### src/rtl/noise_pkg.sv
package noise_pkg;

   typedef enum logic [1:0] {
      SLOT_LEN  = 2'd0,
      SLOT_ENV  = 2'd1,
      SLOT_FREQ = 2'd2,
      SLOT_CTRL = 2'd3
   } slot_e;

   localparam int CODE_W = 3;
   localparam int BASE_W = 7;

   // base period: 8 for code 0, 16*code otherwise
   function automatic logic [BASE_W-1:0] base_period(input logic [CODE_W-1:0] code);
      return (code == '0) ? BASE_W'(8) : {code, 4'b0000};
   endfunction

endpackage

### src/rtl/noise_period_timer.sv
module noise_period_timer
   import noise_pkg::*;
#(
   parameter int SHIFT_W = 4
) (
   input  logic                clk,
   input  logic                rst_n,
   input  logic                tick,
   input  logic                reload_now,
   input  logic [CODE_W-1:0]   code,
   input  logic [SHIFT_W-1:0]  shift,
   output logic                expire
);
   localparam int TMR_W = BASE_W + (1 << SHIFT_W) - 1;

   logic [TMR_W-1:0] cnt;
   logic [TMR_W-1:0] reload;

   assign reload = TMR_W'(base_period(code)) << shift;
   assign expire = tick && !reload_now && (cnt <= TMR_W'(1));

   always_ff @(posedge clk) begin
      if (!rst_n)
         cnt <= '0;
      else if (reload_now)
         cnt <= reload;
      else if (tick)
         cnt <= (cnt <= TMR_W'(1)) ? reload : cnt - 1'b1;
   end


   reload_chk: assert property (@(posedge clk) disable iff (!rst_n)
      expire |=> (cnt == $past(reload)));


   freeze_chk: assert property (@(posedge clk) disable iff (!rst_n)
      (!tick && !reload_now) |=> $stable(cnt));

endmodule

### src/rtl/noise_lfsr.sv
module noise_lfsr #(
   parameter int              W         = 15,
   parameter int              SHORT_TAP = 6,
   parameter logic [W-1:0]    SEED      = 15'h7FF1,
   parameter bit              SHORT_EN  = 1'b1
) (
   input  logic clk,
   input  logic rst_n,
   input  logic seed,
   input  logic step,
   input  logic short_mode,
   output logic bit_q
);
   logic [W-1:0] state;
   logic [W-1:0] shifted;
   logic [W-1:0] nxt;
   logic         fb;

   assign fb      = state[0] ^ state[1];
   assign shifted = {fb, state[W-1:1]};

   generate
      if (SHORT_EN) begin : g_short
         always_comb begin
            nxt = shifted;
            if (short_mode) nxt[SHORT_TAP] = fb;
         end

         short_tap_chk: assert property (@(posedge clk) disable iff (!rst_n)
            (step && !seed && short_mode) |=> (state[SHORT_TAP] == state[W-1]));
      end else begin : g_long
         logic unused_short;
         assign unused_short = short_mode;
         assign nxt = shifted;
      end
   endgenerate

   always_ff @(posedge clk) begin
      if (!rst_n) begin
         state <= '0;
         bit_q <= 1'b0;
      end else if (seed) begin
         state <= SEED;
         bit_q <= 1'b0;
      end else if (step) begin
         state <= nxt;
         bit_q <= fb;
      end
   end


   shift_chk: assert property (@(posedge clk) disable iff (!rst_n)
      (step && !seed) |=> (state[W-1] == $past(state[0] ^ state[1])) &&
                          (state[W-2:SHORT_TAP+1] == $past(state[W-1:SHORT_TAP+2])));


   seed_chk: assert property (@(posedge clk) disable iff (!rst_n)
      seed |=> (state == SEED) && !bit_q);

endmodule

### src/rtl/noise_envelope.sv
module noise_envelope #(
   parameter int VOL_W  = 4,
   parameter int PACE_W = 3
) (
   input  logic              clk,
   input  logic              rst_n,
   input  logic              wr,
   input  logic [PACE_W-1:0] wr_pace,
   input  logic              wr_up,
   input  logic [VOL_W-1:0]  wr_vol,
   input  logic              clear_sub,
   input  logic              strobe,
   input  logic              active,
   output logic [VOL_W-1:0]  vol
);
   localparam logic [VOL_W-1:0] VMAX = '1;

   logic [PACE_W-1:0] pace;
   logic [PACE_W-1:0] sub;
   logic [PACE_W-1:0] sub_nx;
   logic              up;
   logic              run;
   logic [VOL_W-1:0]  vol_nx;

   assign sub_nx = sub + 1'b1;
   assign vol_nx = up ? ((vol == VMAX) ? vol : vol + 1'b1)
                      : ((vol == '0)   ? vol : vol - 1'b1);

   always_ff @(posedge clk) begin
      if (!rst_n) begin
         pace <= '0;
         sub  <= '0;
         up   <= 1'b0;
         run  <= 1'b0;
         vol  <= '0;
      end else if (wr) begin
         pace <= wr_pace;
         up   <= wr_up;
         vol  <= wr_vol;
         run  <= (wr_pace != '0);
         sub  <= '0;
      end else if (clear_sub) begin
         sub <= '0;
      end else if (strobe && active && run) begin
         if (sub_nx >= pace) begin
            sub <= '0;
            vol <= vol_nx;
            if (vol_nx == '0 || vol_nx == VMAX) run <= 1'b0;
         end else begin
            sub <= sub_nx;
         end
      end
   end


   hold_chk: assert property (@(posedge clk) disable iff (!rst_n)
      (!wr && !run) |=> $stable(vol));


   step_size_chk: assert property (@(posedge clk) disable iff (!rst_n)
      !wr |=> (vol == $past(vol)) || (vol == $past(vol) + 1'b1) ||
              (vol == $past(vol) - 1'b1));

endmodule

### src/rtl/noise_length.sv
module noise_length #(
   parameter int LEN_W = 6
) (
   input  logic             clk,
   input  logic             rst_n,
   input  logic             len_wr,
   input  logic [LEN_W-1:0] len_data,
   input  logic             ctrl_wr,
   input  logic             len_en_in,
   input  logic             trig,
   input  logic             strobe,
   output logic             active
);
   localparam logic [LEN_W-1:0] LMAX = '1;

   logic [LEN_W-1:0] cnt;
   logic             len_en;
   logic             wrap;

   assign wrap = strobe && active && !len_wr && (cnt == LMAX);

   always_ff @(posedge clk) begin
      if (!rst_n) begin
         cnt    <= '0;
         len_en <= 1'b0;
         active <= 1'b0;
      end else begin
         if (len_wr)
            cnt <= len_data;
         else if (strobe && active)
            cnt <= cnt + 1'b1;

         if (ctrl_wr) len_en <= len_en_in;

         if (trig)
            active <= 1'b1;
         else if (wrap && len_en)
            active <= 1'b0;
      end
   end


   wrap_off_chk: assert property (@(posedge clk) disable iff (!rst_n)
      (wrap && len_en && !trig) |=> !active);


   wrap_keep_chk: assert property (@(posedge clk) disable iff (!rst_n)
      (wrap && !len_en) |=> active);

endmodule

### src/rtl/noise_voice.sv
module noise_voice
   import noise_pkg::*;
#(
   parameter int           LFSR_W    = 15,
   parameter int           SHORT_TAP = 6,
   parameter logic [14:0]  SEED      = 15'h7FF1,
   parameter bit           SHORT_EN  = 1'b1,
   parameter int           VOL_W     = 4,
   parameter int           PACE_W    = 3,
   parameter int           LEN_W     = 6,
   parameter int           SHIFT_W   = 4
) (
   input  logic             clk,
   input  logic             rst_n,
   input  logic             cpu_tick,
   input  logic             wr_en,
   input  logic [1:0]       wr_sel,
   input  logic [7:0]       wr_data,
   input  logic             len_strobe,
   input  logic             env_strobe,
   output logic [VOL_W-1:0] amp,
   output logic             active
);
   localparam int TRIG_BIT   = 7;
   localparam int LENEN_BIT  = 6;
   localparam int SHORT_BIT  = CODE_W;
   localparam int SHIFT_LSB  = CODE_W + 1;
   localparam int VOL_LSB    = PACE_W + 1;

   generate
      if (VOL_W + PACE_W + 1 > 8) begin : g_bad_env
         $error("envelope fields exceed the write byte");
      end
      if (SHIFT_LSB + SHIFT_W > 8) begin : g_bad_freq
         $error("frequency fields exceed the write byte");
      end
      if (LEN_W > LENEN_BIT) begin : g_bad_len
         $error("length field too wide");
      end
      if (SHORT_TAP + 2 >= LFSR_W) begin : g_bad_tap
         $error("short tap must sit below the top two bits");
      end
   endgenerate

   logic               wr_len, wr_env, wr_freq, wr_ctrl, trig;
   logic [CODE_W-1:0]  code_q;
   logic               short_q;
   logic [SHIFT_W-1:0] shift_q;
   logic               expire;
   logic               noise_bit;
   logic [VOL_W-1:0]   vol;

   assign wr_len  = wr_en && (wr_sel == SLOT_LEN);
   assign wr_env  = wr_en && (wr_sel == SLOT_ENV);
   assign wr_freq = wr_en && (wr_sel == SLOT_FREQ);
   assign wr_ctrl = wr_en && (wr_sel == SLOT_CTRL);
   assign trig    = wr_ctrl && wr_data[TRIG_BIT];

   always_ff @(posedge clk) begin
      if (!rst_n) begin
         code_q  <= '0;
         short_q <= 1'b0;
         shift_q <= '0;
      end else if (wr_freq) begin
         code_q  <= wr_data[CODE_W-1:0];
         short_q <= wr_data[SHORT_BIT];
         shift_q <= wr_data[SHIFT_LSB +: SHIFT_W];
      end
   end

   noise_period_timer #(.SHIFT_W(SHIFT_W)) i_timer (
      .clk        (clk),
      .rst_n      (rst_n),
      .tick       (cpu_tick),
      .reload_now (trig),
      .code       (code_q),
      .shift      (shift_q),
      .expire     (expire)
   );

   noise_lfsr #(
      .W         (LFSR_W),
      .SHORT_TAP (SHORT_TAP),
      .SEED      (LFSR_W'(SEED)),
      .SHORT_EN  (SHORT_EN)
   ) i_lfsr (
      .clk        (clk),
      .rst_n      (rst_n),
      .seed       (trig),
      .step       (expire && active),
      .short_mode (short_q),
      .bit_q      (noise_bit)
   );

   noise_envelope #(.VOL_W(VOL_W), .PACE_W(PACE_W)) i_env (
      .clk       (clk),
      .rst_n     (rst_n),
      .wr        (wr_env),
      .wr_pace   (wr_data[PACE_W-1:0]),
      .wr_up     (wr_data[PACE_W]),
      .wr_vol    (wr_data[VOL_LSB +: VOL_W]),
      .clear_sub (trig),
      .strobe    (env_strobe),
      .active    (active),
      .vol       (vol)
   );

   noise_length #(.LEN_W(LEN_W)) i_len (
      .clk       (clk),
      .rst_n     (rst_n),
      .len_wr    (wr_len),
      .len_data  (wr_data[LEN_W-1:0]),
      .ctrl_wr   (wr_ctrl),
      .len_en_in (wr_data[LENEN_BIT]),
      .trig      (trig),
      .strobe    (len_strobe),
      .active    (active)
   );

   assign amp = (active && noise_bit) ? vol : '0;


   amp_gate_chk: assert property (@(posedge clk) disable iff (!rst_n)
      (amp != '0) |-> active);

endmodule

### config.mk
export PLATFORM = sky130hd
export DESIGN_NAME = noise_voice
export DESIGN_NICKNAME = d
export VERILOG_FILES = /design/src/rtl/noise_pkg.sv /design/src/rtl/noise_period_timer.sv /design/src/rtl/noise_lfsr.sv /design/src/rtl/noise_envelope.sv /design/src/rtl/noise_length.sv /design/src/rtl/noise_voice.sv
export SDC_FILE = /design/constraint.sdc
export NUM_CORES = 1
export LEC_CHECK = 0
export BUFFER_PORTS_ARGS = -buffer_cell sky130_fd_sc_hd__clkbuf_2
export CAP_MARGIN = 0
export CORE_MARGIN = 5
export CORE_UTILIZATION = 24
export CTS_CLUSTER_SIZE = 14
export DETAILED_ROUTE_END_ITERATION = 8
export PLACE_DENSITY = 0.48
export SLEW_MARGIN = 20
export SYNTH_ARGS = -nofsm -noshare
export SYNTH_HDL_FRONTEND = slang
export SYNTH_SLANG_ARGS = --single-unit
### constraint.sdc
create_clock -name clk -period 4.4 [get_ports clk]
set_clock_uncertainty 0.05 [all_clocks]
set_input_delay 0.22 -clock clk [delete_from_list [all_inputs] [get_ports clk]]
set_output_delay 0.22 -clock clk [all_outputs]
set_load 0.01 [all_outputs]
## Word level (Yosys, flattened, before mapping)

Cells that the tools add are included.

| word-level totals | value |
|---|---|
| output and inout bits | 5 |
| flip-flop bits (word level) | 66 |
| word-level logic and storage cells | 91 |
| memories | 0 |
| memory bits (writable) | 0 |
| latch bits | 0 |
| bits of input ports | 16 |
| bits in read-only memories | 0 |

| cells by class | value |
|---|---|
| reductions and logical operators | 34 |
| equal/unequal tests | 7 |
| shift-type cells | 1 |
| muxes and demuxes | 25 |
| $mul | 0 |
| divide/modulo/power cells | 0 |
| add/sub/neg operators | 5 |
| bitwise logic cells | 2 |
| magnitude comparators | 2 |

Operator list:

| operator | number |
|---|---|
| $mux 22 | 3 |
| $mux 4 | 8 |
| $mux 15 | 2 |
| $le 22x1->1 const B | 1 |
| $shl 7x4->22 | 1 |
| $sub 22x1->22 const B | 1 |
| $logic_and 1x1->1 | 15 |
| $reduce_bool 2->1 | 7 |
| $mux 6 | 2 |
| $eq 4x4->1 const B | 2 |
| $logic_not 4->1 | 2 |
| $mux 1 | 8 |
| $mux 7 | 1 |
| $add 6x1->6 const B | 1 |
| $eq 6x6->1 const B | 1 |
| $add 4x1->4 const B | 1 |
| $eq 2x2->1 const B | 2 |
| $reduce_and 4->1 | 1 |
| $sub 4x1->4 const B | 1 |
| $add 3x1->3 const B | 1 |
| $ge 3x3->1 | 1 |
| $logic_not 3->1 | 1 |
| $mux 3 | 1 |
| $reduce_and 3->1 | 1 |
| 10 further kinds | 11 |

## Depth between registers and ports, before layout

| depth | value |
|---|---|
| word-level depth | 10 |
| depth in mapped cells | 10 |
| gate-level depth less buffers | 8 |

## Hierarchy

Synthesis repeated with hierarchy kept, for this count alone.

| second synthesis, totals | value |
|---|---|
| cells, all modules | 483 |
| area total of the unflattened synthesis | 4088.9 um2 |

By module, submodules not included:

| module | area an instance (um2) | instances | cells an instance | sequential area each (um2) |
|---|---|---|---|---|
| noise_period_timer | 1694.1 | 1 | 217 | 440.4 |
| noise_envelope | 929.6 | 1 | 116 | 240.2 |
| noise_lfsr | 684.4 | 1 | 59 | 320.3 |
| noise_length | 390.4 | 1 | 45 | 160.2 |
| noise_voice | 390.4 | 1 | 46 | 160.2 |

## Worst setup path after synthesis

OpenSTA, ideal clock, no wires.

| timing path | value |
|---|---|
| path kind | reg-to-reg |
| start point | reg i_timer.cnt[0] |
| end point | reg i_timer.cnt[16] |
| data required time | 4.277 ns |
| stages on the path, launching flop included | 11 |
| path buffers | 2 |
| arrival | 2.346 ns |
| path slack | 1.931 ns |
| clock period less this slack | 2.469 ns |
| cell sequence | dfxtp_1 inv_1 ha_1 nor2_1 nor4bb_1 and3_1 buf_6 or3_1 buf_2 or4_4 o211ai_2 |

| between the ends | value |
|---|---|
| word-level cells in the longest chain between the ends | 4 |
| elaborated cells on any way between the ends | 5 |

RTL lines:

| what | line | text |
|---|---|---|
| start: declaration | noise_period_timer.sv:16 | `logic [TMR_W-1:0] cnt;` |
| start signal: assignment | noise_period_timer.sv:26 | `cnt <= reload;` |
| start signal: assignment | noise_period_timer.sv:28 | `cnt <= (cnt <= TMR_W'(1)) ? reload : cnt - 1'b1;` |
| $sub 22x1->22 or $le 22x1->1 (tied branches) | noise_period_timer.sv:28 |  |
| $mux 22 (*) | noise_period_timer.sv:28 |  |
| $mux 22 (*) | noise_period_timer.sv:27 | `else if (tick)` |
| $mux 22 (*) | noise_period_timer.sv:25 | `else if (reload_now)` |

Every way passes the cells marked *; elsewhere a longest branch is shown, timed or not. The select of a mux whose other input is x is not followed.
A chain may end at the register's enable or synchronous reset.

## Worst setup path after layout

Ends and elaborated chain as after synthesis.

==> flow_summary.yaml <==
routing:
  wire_per_inst_um: 16.2
  viasPerCell: 5.21
  drt_iter0_markers: 327
  vias: 3732
  ant_nets: 0
  firstDrtPassIters: 7
  wl_mm: 11.6
  drc_errors: 0
run:
  cap_violations: 0
global_routing:
  gr-usage-met2: 0.186
  grt_busiest_layer: "met2"
  track_usage: 0.120
  overflow: 0
  antenna_found_initial: 1
  grt_max_degree: 38
  grt_pass1_wl_mm: 19.0
  grt_pass1_vias: 3638
  use_met3: 0.0390
  met1_usage: 0.156
pwr:
  p_switching_w: 0.00119
  seq_power_share: 0.285
  switching_share: 0.410
  ir_drop_uv: 240
  p_int_w: 0.00170
  clkPwrFrac: 0.292
  p_comb_frac: 0.423
  p_per_area_mw_per_mm2: 635
  leakage_nw: 1.68
hold_path:
  min_path_type: "in -> reg"
  min-delay-start: "wr_data[3]"
  whs_endpoint: "i_env.up"
  hold_depth: 3
die:
  core_sq_mm: 0.0164
  fp.dieH_um: 139
  num_rows: 47
  dieArea_sq_mm: 0.0192
  start_util: 0.242
  ios: 21
  die_x_um: 139
final_layout:
  fill_cells: 1786
  regArea_sq_mm: 0.00132
  fin_cells: 717
  num_antenna_cells: 0
  layout-drive-gt1-share: 0.121
  multiInputGateArea_sq_mm: 0.00245
  fin_nets: 517
  syn_to_final_growth_pct: 14.9
  final_cell_mix: "66 x nand2_1, 66 x dfxtp_1, 38 x nor2_1"
clock_tree:
  cts-root-buf: "clkbuf_16"
  cts_resized: 0
  cts_tree: "done"
  cts_hold_buffers: 0
  clock-sinks: 66
  worst_skew_pair.late_latency_ns: 0.34
  cts.path.max_buffers: 2
  h-tree-depth: 3
  clk_pin_slew_ns: 0.06
  numCtsBuffers: 9
  cts_setup_buffers: 0
synthesis:
  yosysWarnings: 0
  synth_cells: 489
  yosys_most_used_dff: "dfxtp_1"
  syn_avg_cell_area_sq_um: 8.11
  synth_edf_count: 0
  syn-num-nets: 514
  synth_seq_cells: 66
  syn-cell-area_sq_mm: 0.00396
  synthArstFlopShare: 0
  synth.yosys.seq_area_share: 0.333
  ys_types: 68
timing:
  worst_slew_pin_slew_ns: 1.13
  finalCriticalPeriod_ns: 2.73
  slew_headroom: 0.246
  hold_viol: 0
  fin_crit_sh: 0.621
  fmax_ghz: 0.366
  fin_setup_tns_ns: 0
  setup_viol_count_final: 0
  drv_slew: 0
  rsz0062_at_grt: "false"
place:
  hpwl_mm: 8.14
  place.port_buffers: 20
  dp_cells: 701
  gp_congestion: 0.881
setup_path:
  critPathLaunchType: "flip-flop"
  r2r_slack_ns: 1.67
  criticalPathCategory: "reg -> reg"
  worst-path-max-fanout: 9
  reg2reg_depth: 8
  reg2reg_to: "i_timer.cnt[16]"
  crit_arrival_ns: 2.95
  r2r-start: "i_timer.cnt[0]"
  end_kind: "flip-flop"
  required_ns: 4.62
status:
  outcome: "complete, no violations"
## through the flow
| stage | hold WS, ns | instance area, sq um | worst slack, ns | utilization | power, W |
|---|---|---|---|---|---|
| 3_3_place_gp | 0.390 | 4210 | 1.75 | 0.257 | 0.00203 |
| 3_5_place_dp | 0.399 | 4210 | 1.71 | 0.257 | 0.00202 |
| 5_1_grt | 0.136 | 4550 | 1.49 | 0.278 | 0.00304 |
| 6_report | 0.110 | 4550 | 1.67 | 0.278 | 0.00289 |
| 2_1_floorplan | 0.306 | 3960 | 1.93 | - | 0.00178 |
| 4_1_cts | 0.108 | 4550 | 1.68 | 0.278 | 0.00287 |
## cell type report
class | instances | area share
clock buffers | 10 | 0.0503
multi-input cells | 381 | 0.538
well taps | 220 | 0.0604
clock inverters | 6 | 0.0250
flip-flops and latches | 66 | 0.290
repair buffers | 23 | 0.0269
inverters | 11 | 0.00907
## worst max-delay path by stage
stage / start / to / slack, ns / cells after the start
after floorplan: i_timer.cnt[0] / i_timer.cnt[16] / 1.93 / 10
after CTS: i_timer.cnt[0] / i_timer.cnt[16] / 1.68 / 8
after global placement: i_timer.cnt[0] / i_timer.cnt[16] / 1.75 / 8
final: i_timer.cnt[0] / i_timer.cnt[16] / 1.67 / 8
after detailed placement: i_timer.cnt[0] / i_timer.cnt[16] / 1.71 / 8
after global routing: i_timer.cnt[0] / i_timer.cnt[16] / 1.49 / 8
## cells in the mapped netlist (all sizes together) (3+ instances only)
cell type,number,share of area
nand2,68,0.067
dfxtp,66,0.33
nor2,38,0.036
a21oi,32,0.040
clkbuf,24,0.023
mux2i,24,0.061
nand3,20,0.027
o21ai,18,0.023
nor3,17,0.023
nand4,12,0.019
inv,11,0.010
or3,11,0.017
a31oi,10,0.016
ha,9,0.028
nor4,8,0.028
and3,7,0.011
buf,7,0.015
o22ai,7,0.011
nand3b,6,0.011
o31ai,6,0.011
xor2,6,0.013
a211oi,5,0.0095
or4,5,0.011
and2,4,0.0069
nand2b,4,0.0063
o41ai,4,0.011
xnor2,4,0.0088
a21o,3,0.0057
a311oi,3,0.0066
and4,3,0.0066
mux2,3,0.0085
nor2b,3,0.0047
nor3b,3,0.0057
o211ai,3,0.0069
o311ai,3,0.0066
## per-layer routing
metal	up-vias	part of all wire	routed length, um
met5	-	0.0016	19
met4	2	0.023	267
met3	28	0.066	763
met2	134	0.44	5130
met1	1746	0.47	5400
li1	1822	-	-
## power groups by stage
stage	Sequential [W]	Combinational (W)	Clock [W]
floorplan	0.000791	0.000986	0
global placement	0.000829	0.00120	0
detailed placement	0.000833	0.00119	0
CTS	0.000820	0.00119	0.000860
global route	0.000838	0.00132	0.000884
finish	0.000823	0.00122	0.000844
## critical path, cell delays in order (launching register included)
cell and delay (ns):
dfxtp_1 0.41, inv_1 0.08, ha_1 0.23, nor2_1 0.40, nor4bb_1 0.14, and3_1 0.33
or3_1 0.49, or4_4 0.46, o211ai_2 0.07
## cells by family after synthesis
| logic type | count (synthesis) | synth area share |
|---|---|---|
| AOI/OAI and AO/OA | 116 | 0.197 |
| xor gates and xnor gates | 10 | 0.0221 |
| adders and majority gates | 9 | 0.0284 |
| buffers and inverters | 42 | 0.0483 |
| DFF | 66 | 0.333 |
| muxes | 27 | 0.0691 |
| and+or+nand+nor | 219 | 0.302 |
## flip-flops by register name, summed over array words and instances (netlist names)
| name | flops |
|---|---|
| i_env.pace | 3 |
| code_q | 3 |
| i_len.cnt | 6 |
| i_env.sub | 3 |
| i_len.active | 1 |
| i_timer.cnt | 22 |
| short_q | 1 |
| i_len.len_en | 1 |
| i_env.run | 1 |
| i_lfsr.state | 15 |
| i_env.up | 1 |
| i_env.vol | 4 |
| shift_q | 4 |
| i_lfsr.bit_q | 1 |
(Power assumes the default switching activity.)
